`src/rtl/gpio_irq_pkg.sv`:
```
package gpio_irq_pkg;
  localparam int ADDR_W = 4;
  localparam int BUS_W  = 32;

  typedef enum logic [ADDR_W-1:0] {
    A_LEVEL = 4'd0,
    A_DRV   = 4'd1,
    A_OE    = 4'd2,
    A_ALT   = 4'd3,
    A_PU    = 4'd4,
    A_PD    = 4'd5,
    A_MSK   = 4'd6,
    A_POL   = 4'd7,
    A_CEN   = 4'd8,
    A_PEND  = 4'd9
  } reg_addr_e;

  localparam int FIRST_RW = 1;
  localparam int LAST_RW  = 7;
endpackage

```
`src/rtl/gpio_sync.sv`:
```
module gpio_sync #(
  parameter int W = 16
) (
  input  logic         clk,
  input  logic         rst,
  input  logic [W-1:0] d,
  output logic [W-1:0] q
);
  logic [W-1:0] meta;

  always_ff @(posedge clk) begin
    if (rst) begin
      meta <= '0;
      q    <= '0;
    end else begin
      meta <= d;
      q    <= meta;
    end
  end
endmodule

```
`src/rtl/gpio_mreg.sv`:
```
module gpio_mreg #(
  parameter int                              W    = 16,
  parameter logic [gpio_irq_pkg::ADDR_W-1:0] ADDR = '0
) (
  input  logic                              clk,
  input  logic                              rst,
  input  logic                              wr_en,
  input  logic [gpio_irq_pkg::ADDR_W-1:0]   addr,
  input  logic [W-1:0]                      wr_mask,
  input  logic [W-1:0]                      wr_data,
  output logic [W-1:0]                      q
);
  logic hit;
  assign hit = wr_en && (addr == ADDR);

  always_ff @(posedge clk) begin
    if (rst) q <= '0;
    else if (hit) q <= (q & ~wr_mask) | (wr_data & wr_mask);
  end
endmodule

```
`src/rtl/gpio_irq_unit.sv`:
```
module gpio_irq_unit #(
  parameter int W = 16
) (
  input  logic         clk,
  input  logic         rst,
  input  logic [W-1:0] lvl,
  input  logic [W-1:0] pol,
  input  logic [W-1:0] msk,
  input  logic         cen,
  output logic [W-1:0] pend,
  output logic         irq_q
);
  assign pend = (lvl ^ pol) & msk;

  always_ff @(posedge clk) begin
    if (rst) irq_q <= 1'b0;
    else     irq_q <= cen & (|pend);
  end
endmodule

```
`src/rtl/gpio_irq_ctrl.sv`:
```
module gpio_irq_ctrl
  import gpio_irq_pkg::*;
#(
  parameter int NPIN = 16
) (
  input  logic              clk,
  input  logic              rst,
  input  logic              wr_en,
  input  logic [ADDR_W-1:0] addr,
  input  logic [BUS_W-1:0]  wr_mask,
  input  logic [BUS_W-1:0]  wr_data,
  output logic [BUS_W-1:0]  rd_data,
  input  logic [NPIN-1:0]   pin_in,
  input  logic [NPIN-1:0]   alt_in,
  output logic [NPIN-1:0]   pin_out,
  output logic [NPIN-1:0]   pin_oe,
  output logic [NPIN-1:0]   pull_up,
  output logic [NPIN-1:0]   pull_dn,
  output logic              irq_out
);
  logic [NPIN-1:0] regs [FIRST_RW:LAST_RW];
  logic [NPIN-1:0] lvl, drv, alt_sel, msk, pol, pend;
  logic            core_en_q;
  logic            unused_hi;

  assign unused_hi = ^{wr_mask[BUS_W-1:NPIN], wr_data[BUS_W-1:NPIN]};

  gpio_sync #(.W(NPIN)) u_sync (
    .clk(clk), .rst(rst), .d(pin_in), .q(lvl)
  );

  for (genvar g = FIRST_RW; g <= LAST_RW; g++) begin : g_rw
    gpio_mreg #(.W(NPIN), .ADDR(ADDR_W'(g))) u_reg (
      .clk(clk), .rst(rst), .wr_en(wr_en), .addr(addr),
      .wr_mask(wr_mask[NPIN-1:0]), .wr_data(wr_data[NPIN-1:0]),
      .q(regs[g])
    );
  end

  gpio_mreg #(.W(1), .ADDR(A_CEN)) u_cen (
    .clk(clk), .rst(rst), .wr_en(wr_en), .addr(addr),
    .wr_mask(wr_mask[0]), .wr_data(wr_data[0]), .q(core_en_q)
  );

  assign drv     = regs[A_DRV];
  assign pin_oe  = regs[A_OE];
  assign alt_sel = regs[A_ALT];
  assign pull_up = regs[A_PU];
  assign pull_dn = regs[A_PD];
  assign msk     = regs[A_MSK];
  assign pol     = regs[A_POL];

  for (genvar p = 0; p < NPIN; p++) begin : g_pad
    assign pin_out[p] = alt_sel[p] ? alt_in[p] : drv[p];
  end

  gpio_irq_unit #(.W(NPIN)) u_irq (
    .clk(clk), .rst(rst), .lvl(lvl), .pol(pol), .msk(msk),
    .cen(core_en_q), .pend(pend), .irq_q(irq_out)
  );

  logic [NPIN-1:0] rd_sel;
  always_comb begin
    rd_sel = '0;
    case (addr)
      A_LEVEL: rd_sel = lvl;
      A_DRV:   rd_sel = drv;
      A_OE:    rd_sel = pin_oe;
      A_ALT:   rd_sel = alt_sel;
      A_PU:    rd_sel = pull_up;
      A_PD:    rd_sel = pull_dn;
      A_MSK:   rd_sel = msk;
      A_POL:   rd_sel = pol;
      A_CEN:   rd_sel = NPIN'(core_en_q);
      A_PEND:  rd_sel = pend;
      default: rd_sel = '0;
    endcase
  end

  always_ff @(posedge clk) begin
    if (rst) rd_data <= '0;
    else     rd_data <= BUS_W'(rd_sel);
  end
endmodule

```
`config.mk`:
```
export PLATFORM = sky130hd
export DESIGN_NAME = gpio_irq_ctrl
export DESIGN_NICKNAME = d
export VERILOG_FILES = /design/src/rtl/gpio_irq_pkg.sv /design/src/rtl/gpio_sync.sv /design/src/rtl/gpio_mreg.sv /design/src/rtl/gpio_irq_unit.sv /design/src/rtl/gpio_irq_ctrl.sv
export SDC_FILE = /design/constraint.sdc
export NUM_CORES = 1
export LEC_CHECK = 0
export BUFFER_PORTS_ARGS = -buffer_cell sky130_fd_sc_hd__buf_2
export CORE_MARGIN = 3
export CORE_UTILIZATION = 53
export DETAILED_ROUTE_END_ITERATION = 12
export PLACE_DENSITY_LB_ADDON = 0.2
export SYNTH_ARGS = -nofsm -noshare
export SYNTH_HDL_FRONTEND = slang
export SYNTH_SLANG_ARGS = --single-unit
```
`constraint.sdc`:
```
create_clock -name clk -period 1.85 [get_ports clk]
set_clock_uncertainty 0.1 [all_clocks]
set_input_delay 0.2775 -clock clk [delete_from_list [all_inputs] [get_ports clk]]
set_output_delay 0.2775 -clock clk [all_outputs]
set_load 0.03 [all_outputs]
```
==> results of run 1 <==
[final cells by class]
cell class	count	area [sq um]
Clock buffer	23	488
Clock inverter	9	128
Fill cell	1163	4560
Inverter	2	7.51
Multi-Input combinational cell	596	4070
Sequential cell	162	3240
Tap cell	180	225
Timing Repair Buffer	208	1320
[repair_timing]
action,CTS,global route
gates resized for setup,0,0
endpoints found under the hold margin,15,0
hold buffers,15,0
[routing by layer]
| layer | part of all wire [%] | wire (um) | up-vias |
|---|---|---|---|
| met5 | 0 | 0 | - |
| met4 | 3.0 | 661 | 0 |
| met3 | 7.7 | 1700 | 54 |
| met2 | 46 | 10200 | 308 |
| met1 | 43 | 9470 | 3200 |
| li1 | - | - | 3208 |
[cell families after synthesis]
logic type                after synthesis
AOI/OAI and AO/OA                      81
xor gates and xnor gates               16
buffers and inverters                  82
DFF                                   162
muxes                                 155
other                                   1
and+or+nand+nor                       328
[report_power, final]
group | internal (mW) | total, mW | switching (mW) | leakage (nW)
clock network | 2.26 | 3.65 | 1.39 | 0.295
logic | 0.271 | 0.749 | 0.479 | 3.07
registers | 3.54 | 3.57 | 0.0321 | 1.31
total | 6.07 | 7.97 | 1.90 | 4.68
[worst max-delay path, delay by kind of cell, from the launching register on]
family / cells / cell delay [ns]
buf+inv: 1 / 0.19
mux: 1 / 0.39
flops: 1 / 0.36
[stage by stage]
| stage | instances | TNS, ns | worst slack [ns] | hold slack (ns) |
|---|---|---|---|---|
| 6_report | 1180 | 0 | 0.110 | 0.0270 |
| 5_1_grt | 1180 | 0 | 0.0757 | 0.0240 |
| 3_5_place_dp | 1133 | -1.11 | -0.152 | 0.320 |
| 2_1_floorplan | 840 | 0 | 0.274 | 0.306 |
| 3_3_place_gp | 1133 | -0.0989 | -0.0246 | 0.319 |
| 4_1_cts | 1180 | 0 | 0.112 | 0.00674 |
[path summary, 6_finish.rpt]
check / startpoint / to / cells after the start
worst min-delay path: pin_in[8] / u_sync.meta[8]$_SDFF_PP0_ / 2
worst min register to register: u_sync.meta[0]$_SDFF_PP0_ / u_sync.q[0]$_SDFF_PP0_ / 1
worst max register to register: register / u_irq.irq_q$_SDFF_PP0_ / 4
worst max-delay path: register / pin_out[8] / 2
[cells in the final DEF (no fill, tap or decap), drive strengths merged, types with 5 or more instances in the layout]
cell	instances
mux2i	130
o22ai	22
conb	16
nand3	115
o31a	13
nor2b	45
dfxtp	162
dlygate4sd3	15
a32oi	9
xor2	16
mux2	19
a22oi	24
clkbuf	23
nand2	16
nor2	129
mux4	6
nand4	5
buf	193
==> results.md, run 1 <==
Yosys:
- The fraction of the mapped netlist area in compound gates is approximately 7.9%.
- In this run the cell area of the synthesized design comes to roughly 0.0077 sq mm.
- The number of register bits inferred by synthesis is approximately 160.
- For this run, the register share of the synthesized area comes to a little over two fifths.
- After synthesis, the share of flip-flops with an asynchronous set or reset is 0%.
- The combinational family with the most area after synthesis is multiplexers.
- Among all flip-flop cells after synthesis, the most frequent one is dfxtp_1.
- The adder-cell share of the synthesized area is 0%.
- dfxtp_1 is the most common cell in the netlist.
- The Yosys warning count is 0.
- After synthesis, the mean cell area works out to ~9.4 sq um.
- By count the netlist is led by dfxtp_1, mux2i_1, nor2_1, nand3_1, nor2b_1.
- The synthesized design contains 0 enable-type register cells.
- The area share of and/or/nand/nor cells after synthesis is 20.5%.
- The fraction of synthesized cell area taken by the top area cell type is between 40% and 50%.
- The number of distinct library cell variants in the gate-level netlist after synthesis is 48.
- Of the total synthesized cell area, the portion taken by XOR and XNOR cells is 1.81%.
- The dominant cell type by area after synthesis is dfxtp_1.
- In the synthesized netlist, the number of instances is between 800 and 900.
- Measured against the total synthesized area, the mux share comes to 21.5%.
- After synthesis, the cell types taking the most area are dfxtp_1, mux2i_1, nand3_1.

Finish:
- For this run, the post-layout net count is approximately 1100.
- The final core area utilization is between 60% and 70%.
- The repair_antennas step left the layout with diodes totalling 0.
- With fillers left out, the area of the finished cells amounts to between 0.009 and 0.01 sq mm.
- The share of final-layout standard cells stronger than drive strength 1 is approximately a quarter.
- Relative to the synthesized area, the layout overhead comes to 22.7%.

Power:
- The static leakage is between 4 and 5 nW.
- Power spread over the standard cell area amounts to between 800 and 900 mW/mm^2.
- The design draws between 7 and 8 mW.
- IR analysis of the VDD net gives a maximum drop of roughly 0.7 mV.

Global route:
- The first-pass GRT wire length is 34.7 mm.
- Global routing finished with a remaining overflow of 0.
- The global routing met1 resource utilization is around 35%.
- The number of antenna violations at the first check in global routing is 0.
- In the global route stage, met3 resource usage came out at about 6.1%.
- The met2 global-route usage is between 40% and 50%.
- The largest net degree at the start of global routing is 100.
- The number of global-route vias before repair is approximately 6600.
- Global routing used 27.1% of the available tracks across all layers.
- The most heavily used metal layer in global routing is met2.

Place:
- Once placement finished, the instance area stood at between 0.008 and 0.009 sq mm.
- At the end of routability-driven placement, the weighted congestion stood at between 0.8 and 0.9.
- Input and output buffers added on the ports amount to 151.
- The detailed-placement wirelength estimate is 14.7 mm.

Setup path:
- The biggest cell delay along the critical path is about 0.4 ns.
- The signal on the critical path passes through mux2_2 -> buf_2.
- The path type of the worst setup path is register to primary output.
- The critical path endpoint category is a primary output.
- The arrival time of data at the critical path endpoint is approximately 1.4 ns.
- The startpoint type of the worst setup path is a register.
- The reg2reg setup slack is 0.36 ns.
- Data on the critical path is required at its endpoint by between 1 and 1.5 ns.
- Along the worst path, the maximum fanout reaches 3.
- The cell with the largest stage delay on the worst path is mux2_2.

Clocking:
- The TritonCTS clock tree is built.
- The clock edge transition at the registers on the reported setup and hold paths is 0.06 ns.
- The clock reaches the later pin of the worst-skew pair after 0.43 ns.
- The clock tree buffer depth is 2.
- The clock root buffer master is clkbuf_16.
- The total number of clock tree sinks is about 160.
- Clock tree synthesis inserted a total of 17 buffers.
- In this run the post-CTS setup repair buffer count came out at 0.
- The H-tree was split into 4 levels.

Detailed routing:
- In the routed design, unresolved DRC markers number 0.
- The number of antenna-violating nets in the routed design is 0.
- The average via count per standard cell is 5.74.
- The first-pass iteration count of the detailed router is 5.
- The detail-routed net length per standard cell is ~19 um.
- Wires add up to around 22 mm.
- The vias after detailed routing is about 6800.
- The initial detailed-routing violation count is approximately 540.

Min path:
- In this run the worst hold path is classified as input pin to register.

STA:
- Setup repair after global routing left no endpoint under its margin.
- The maximum clock frequency is about 570 MHz.
- The number of endpoints with negative hold slack in the final report is 0.
- For the pin with the worst max-slew slack, the measured transition is about 1.1 ns.
- The worst slew margin relative to its limit is 28.0%.
- The worst path uses roughly 94% of the clock period.
- The max-slew violation count is 0.
- Subtracting the final worst setup slack from the clock period gives 1.74 ns.
- Setup violations remaining at the end of the flow were counted as 0.

Outcome:
- The run finished with clean final reports.

Floorplan:
- The die covers between 0.015 and 0.02 sq mm.
- The initial core utilization is 55.0%.
- The core region is around 0.014 sq mm.
- 200 I/O pins were placed.
- The die boundary width is 127 um.
- In this run the vertical extent of the chip is roughly 130 um.
- The floorplan has between 40 and 50 rows.

Run:
- The tool flagged a number of max-cap violations equal to 0.
Note: power is estimated with default switching activity, not from simulation.
==> run 2: changes to the inputs <==
--- a/config.mk
+++ b/config.mk
@@ -9,7 +9,9 @@
 export CORE_MARGIN = 3
 export CORE_UTILIZATION = 53
 export DETAILED_ROUTE_END_ITERATION = 12
+export GPL_TIMING_DRIVEN = 0
 export PLACE_DENSITY_LB_ADDON = 0.2
+export REMOVE_ABC_BUFFERS = 1
 export SYNTH_ARGS = -nofsm -noshare
 export SYNTH_HDL_FRONTEND = slang
 export SYNTH_SLANG_ARGS = --single-unit
==> run 2 against run 1 <==
  * Total power fell by 2.7%
  * Clock power down 5%
  * Highest routed layer unchanged
  * Sequential share of layout area up 0.79 points
  * Routed wire length up 1.1%
  * Core utilization fell by 1.5 points
  * Cell area down 2.3%
==> results.md, run 2 (synthesis gave the netlist of run 1 again) <==
Outcome:
- The run finished with clean final reports.

Place:
- The final weighted congestion in routability-driven placement is around 0.81.
- The detailed-placement wirelength estimate is ~13 mm.
- Port buffering added 151 buffers.

Setup path:
- In this run the worst path has a maximum fanout of 47.
- The worst reg2reg path depth is 4.
- The end of the worst register-to-register path is u_irq.irq_q$_SDFF_PP0_.
- Across all register-to-register paths, the minimum setup slack is 0.29 ns.
- The critical path endpoint category is a register.
- The arrival time of data at the critical path endpoint is 1.99 ns.
- Tracing the worst setup path back leads to its startpoint at addr[2].
- The path type of the worst setup path is input pin to register.
- The startpoint type of the worst setup path is an input pin.
- The data required time at the worst endpoint is 2.05 ns.

Global route:
- The number of antenna violations at the first check in global routing is 0.
- The first-pass GRT wire length is ~34 mm.
- Summed over all layers, the global routing overflow is 0.
- The number of global-route vias before repair is 6223.
- The largest net degree at the start of global routing is 96.
- The total global-route track usage is between 20% and 30%.

Clocking:
- The clock root buffer master is clkbuf_16.
- The CTS buffer count is 17.
- The clock tree buffer depth is 2.
- The TritonCTS clock tree is built.
- The insertion delay of the later-clocked pin in the worst-skew pair is around 0.43 ns.
- The clock net in this run drives a total of about 160 sinks.
- The clock tree synthesis step divided the H-tree into 4 levels.
- The clock edge transition at the registers on the reported setup and hold paths is around 0.06 ns.

Detailed routing:
- The detailed-route DRC error count is 0.
- After detailed routing, the average wire length per cell comes to around 19 um.
- After detailed routing, the total wire length is around 22 mm.
- The initial detailed-routing violation count is approximately 660.
- The average via count per standard cell is 5.87.
- The detail route stage leaves a number of antenna-violating nets equal to 0.
- The routed layout has between 6000 and 7000 vias.
- The first-pass iteration count of the detailed router is 7.

STA:
- The worst path needs 1.80 ns of the cycle, external delays included.
- The worst slew margin relative to its limit is approximately 40%.
- Setup violations remaining at the end of the flow were counted as 0.
- After layout, the worst path uses between 90% and 100% of the clock period.
- For the pin with the worst max-slew slack, the measured transition is approximately 0.9 ns.
- The max-slew violation count is 0.
- The tightest hold path in the finished design has a slack of roughly 0.02 ns.
- The maximum clock frequency is 557 MHz.
- The number of endpoints with negative hold slack in the final report was 0.
- Adding up every negative setup slack in the final design gives 0 ns.

Finish:
- At the end of the flow, the number of nets in the layout was approximately 1100.
- Leaving out fill and tap cells, the most frequent cells in the layout are dfxtp_1, buf_2, mux2i_1.
- From synthesis to final layout, the design area changed by 20.0%.
- The number of filler instances in the final layout is approximately 1200.
- The library cell used most frequently in the layout, excluding fill and tap cells, is dfxtp_1.
- The post-route netlist has 23.5% of its cells at a drive strength greater than 1.
- The number of antenna diodes in the final layout is 0.

Floorplan:
- For this configuration, the core starts out at a cell density of ~55%.
- The number of core rows is 43.
- The die area is 0.0161 sq mm.
- The die is 127 um tall.
- 200 I/O pins were placed.
- The die boundary width is between 100 and 150 um.
- After floorplanning, the core was sized to cover ~0.014 sq mm.

Min path:
- The min-delay analysis places its worst path in the category input pin to register.

Power:
- The worst-case IR drop observed on VDD is roughly 0.67 mV.
- Summed over all cells, the static leakage comes to 4.54 nW.
- Dividing total power by cell area gives a power density of 837 mW/mm^2.

Run:
- Across the run, the number of max-cap violations was 0.
-- run 2: cell count changes in the layout (fill, tap and decap cells not counted), sizes merged --
| cell | delta |
|---|---|
| clkbuf | +1 |
| dlygate4sd3 | -1 |
| nor2b | +1 |
| buf | -30 |
| clkinvlp | -2 |
| clkinv | -1 |
| bufinv | -1 |
| and3b | +1 |
-- run 2: final cells by class --
class | instances | area, sq um | share of cell area [%]
Inverter | 2 | 7.51 | 0.0810
Sequential cell | 162 | 3240 | 35.0
Tap cell | 180 | 225 | 2.43
Multi-Input combinational cell | 598 | 4110 | 44.4
Clock buffer | 24 | 492 | 5.31
Timing Repair Buffer | 177 | 1110 | 12.0
Clock inverter | 5 | 77.6 | 0.837
-- run 2: timing repair --
item                       CTS  global route
gates cloned                 1             1
buffers inserted             2             5
setup endpoints to repair  128            29
pin swaps                    1             2
hold endpoints to repair    14             0
hold buffers                14             0
resized for setup            9             0
-- run 2: metal layers --
layer  share of wire (%)  GRT usage (%)
met5                   0              0
met4                 2.5           10.9
met3                 8.2           6.11
met2                  46           41.3
met1                  43           36.7
-- run 2: worst max-delay path, cell delays in order --
cell and delay [ns]:
buf_6 0.41, and3b_1 0.84, nand3_1 0.18, mux2i_1 0.20
nor2_1 0.06
-- run 2: worst min-delay path by stage --
stage	endpoint	cells past startpoint	from
6_report	u_sync.meta[10]$_SDFF_PP0_	2	pin_in[10]
5_1_grt	u_sync.meta[10]$_SDFF_PP0_	2	pin_in[10]
4_1_cts	u_sync.meta[10]$_SDFF_PP0_	2	pin_in[10]
3_5_place_dp	u_sync.q[8]$_SDFF_PP0_	1	u_sync.meta[8]$_SDFF_PP0_
3_3_place_gp	u_sync.q[7]$_SDFF_PP0_	1	u_sync.meta[7]$_SDFF_PP0_
2_1_floorplan	u_sync.meta[0]$_SDFF_PP0_	1	rst
-- run 2: power breakdown --
part | leakage (nW) | internal, mW | switching (mW)
sequential | 1.31 | 3.54 | 0.0306
combinational | 2.95 | 0.239 | 0.490
clock | 0.278 | 2.10 | 1.35
total | 4.54 | 5.88 | 1.87
-- run 2: metrics by stage --
step	area (sq um)	std cells	worst slack, ns	utilization, %	total power [mW]
after floorplan	7300	760	-0.529	-	3.93
after global placement	8280	1091	-2.59	59.0	4.28
after detailed placement	8420	1096	-1.11	60.0	4.31
after CTS	9200	1142	0.0667	65.5	7.76
after global routing	9270	1148	-0.00947	66.0	7.98
final	9270	1148	0.0542	66.0	7.76
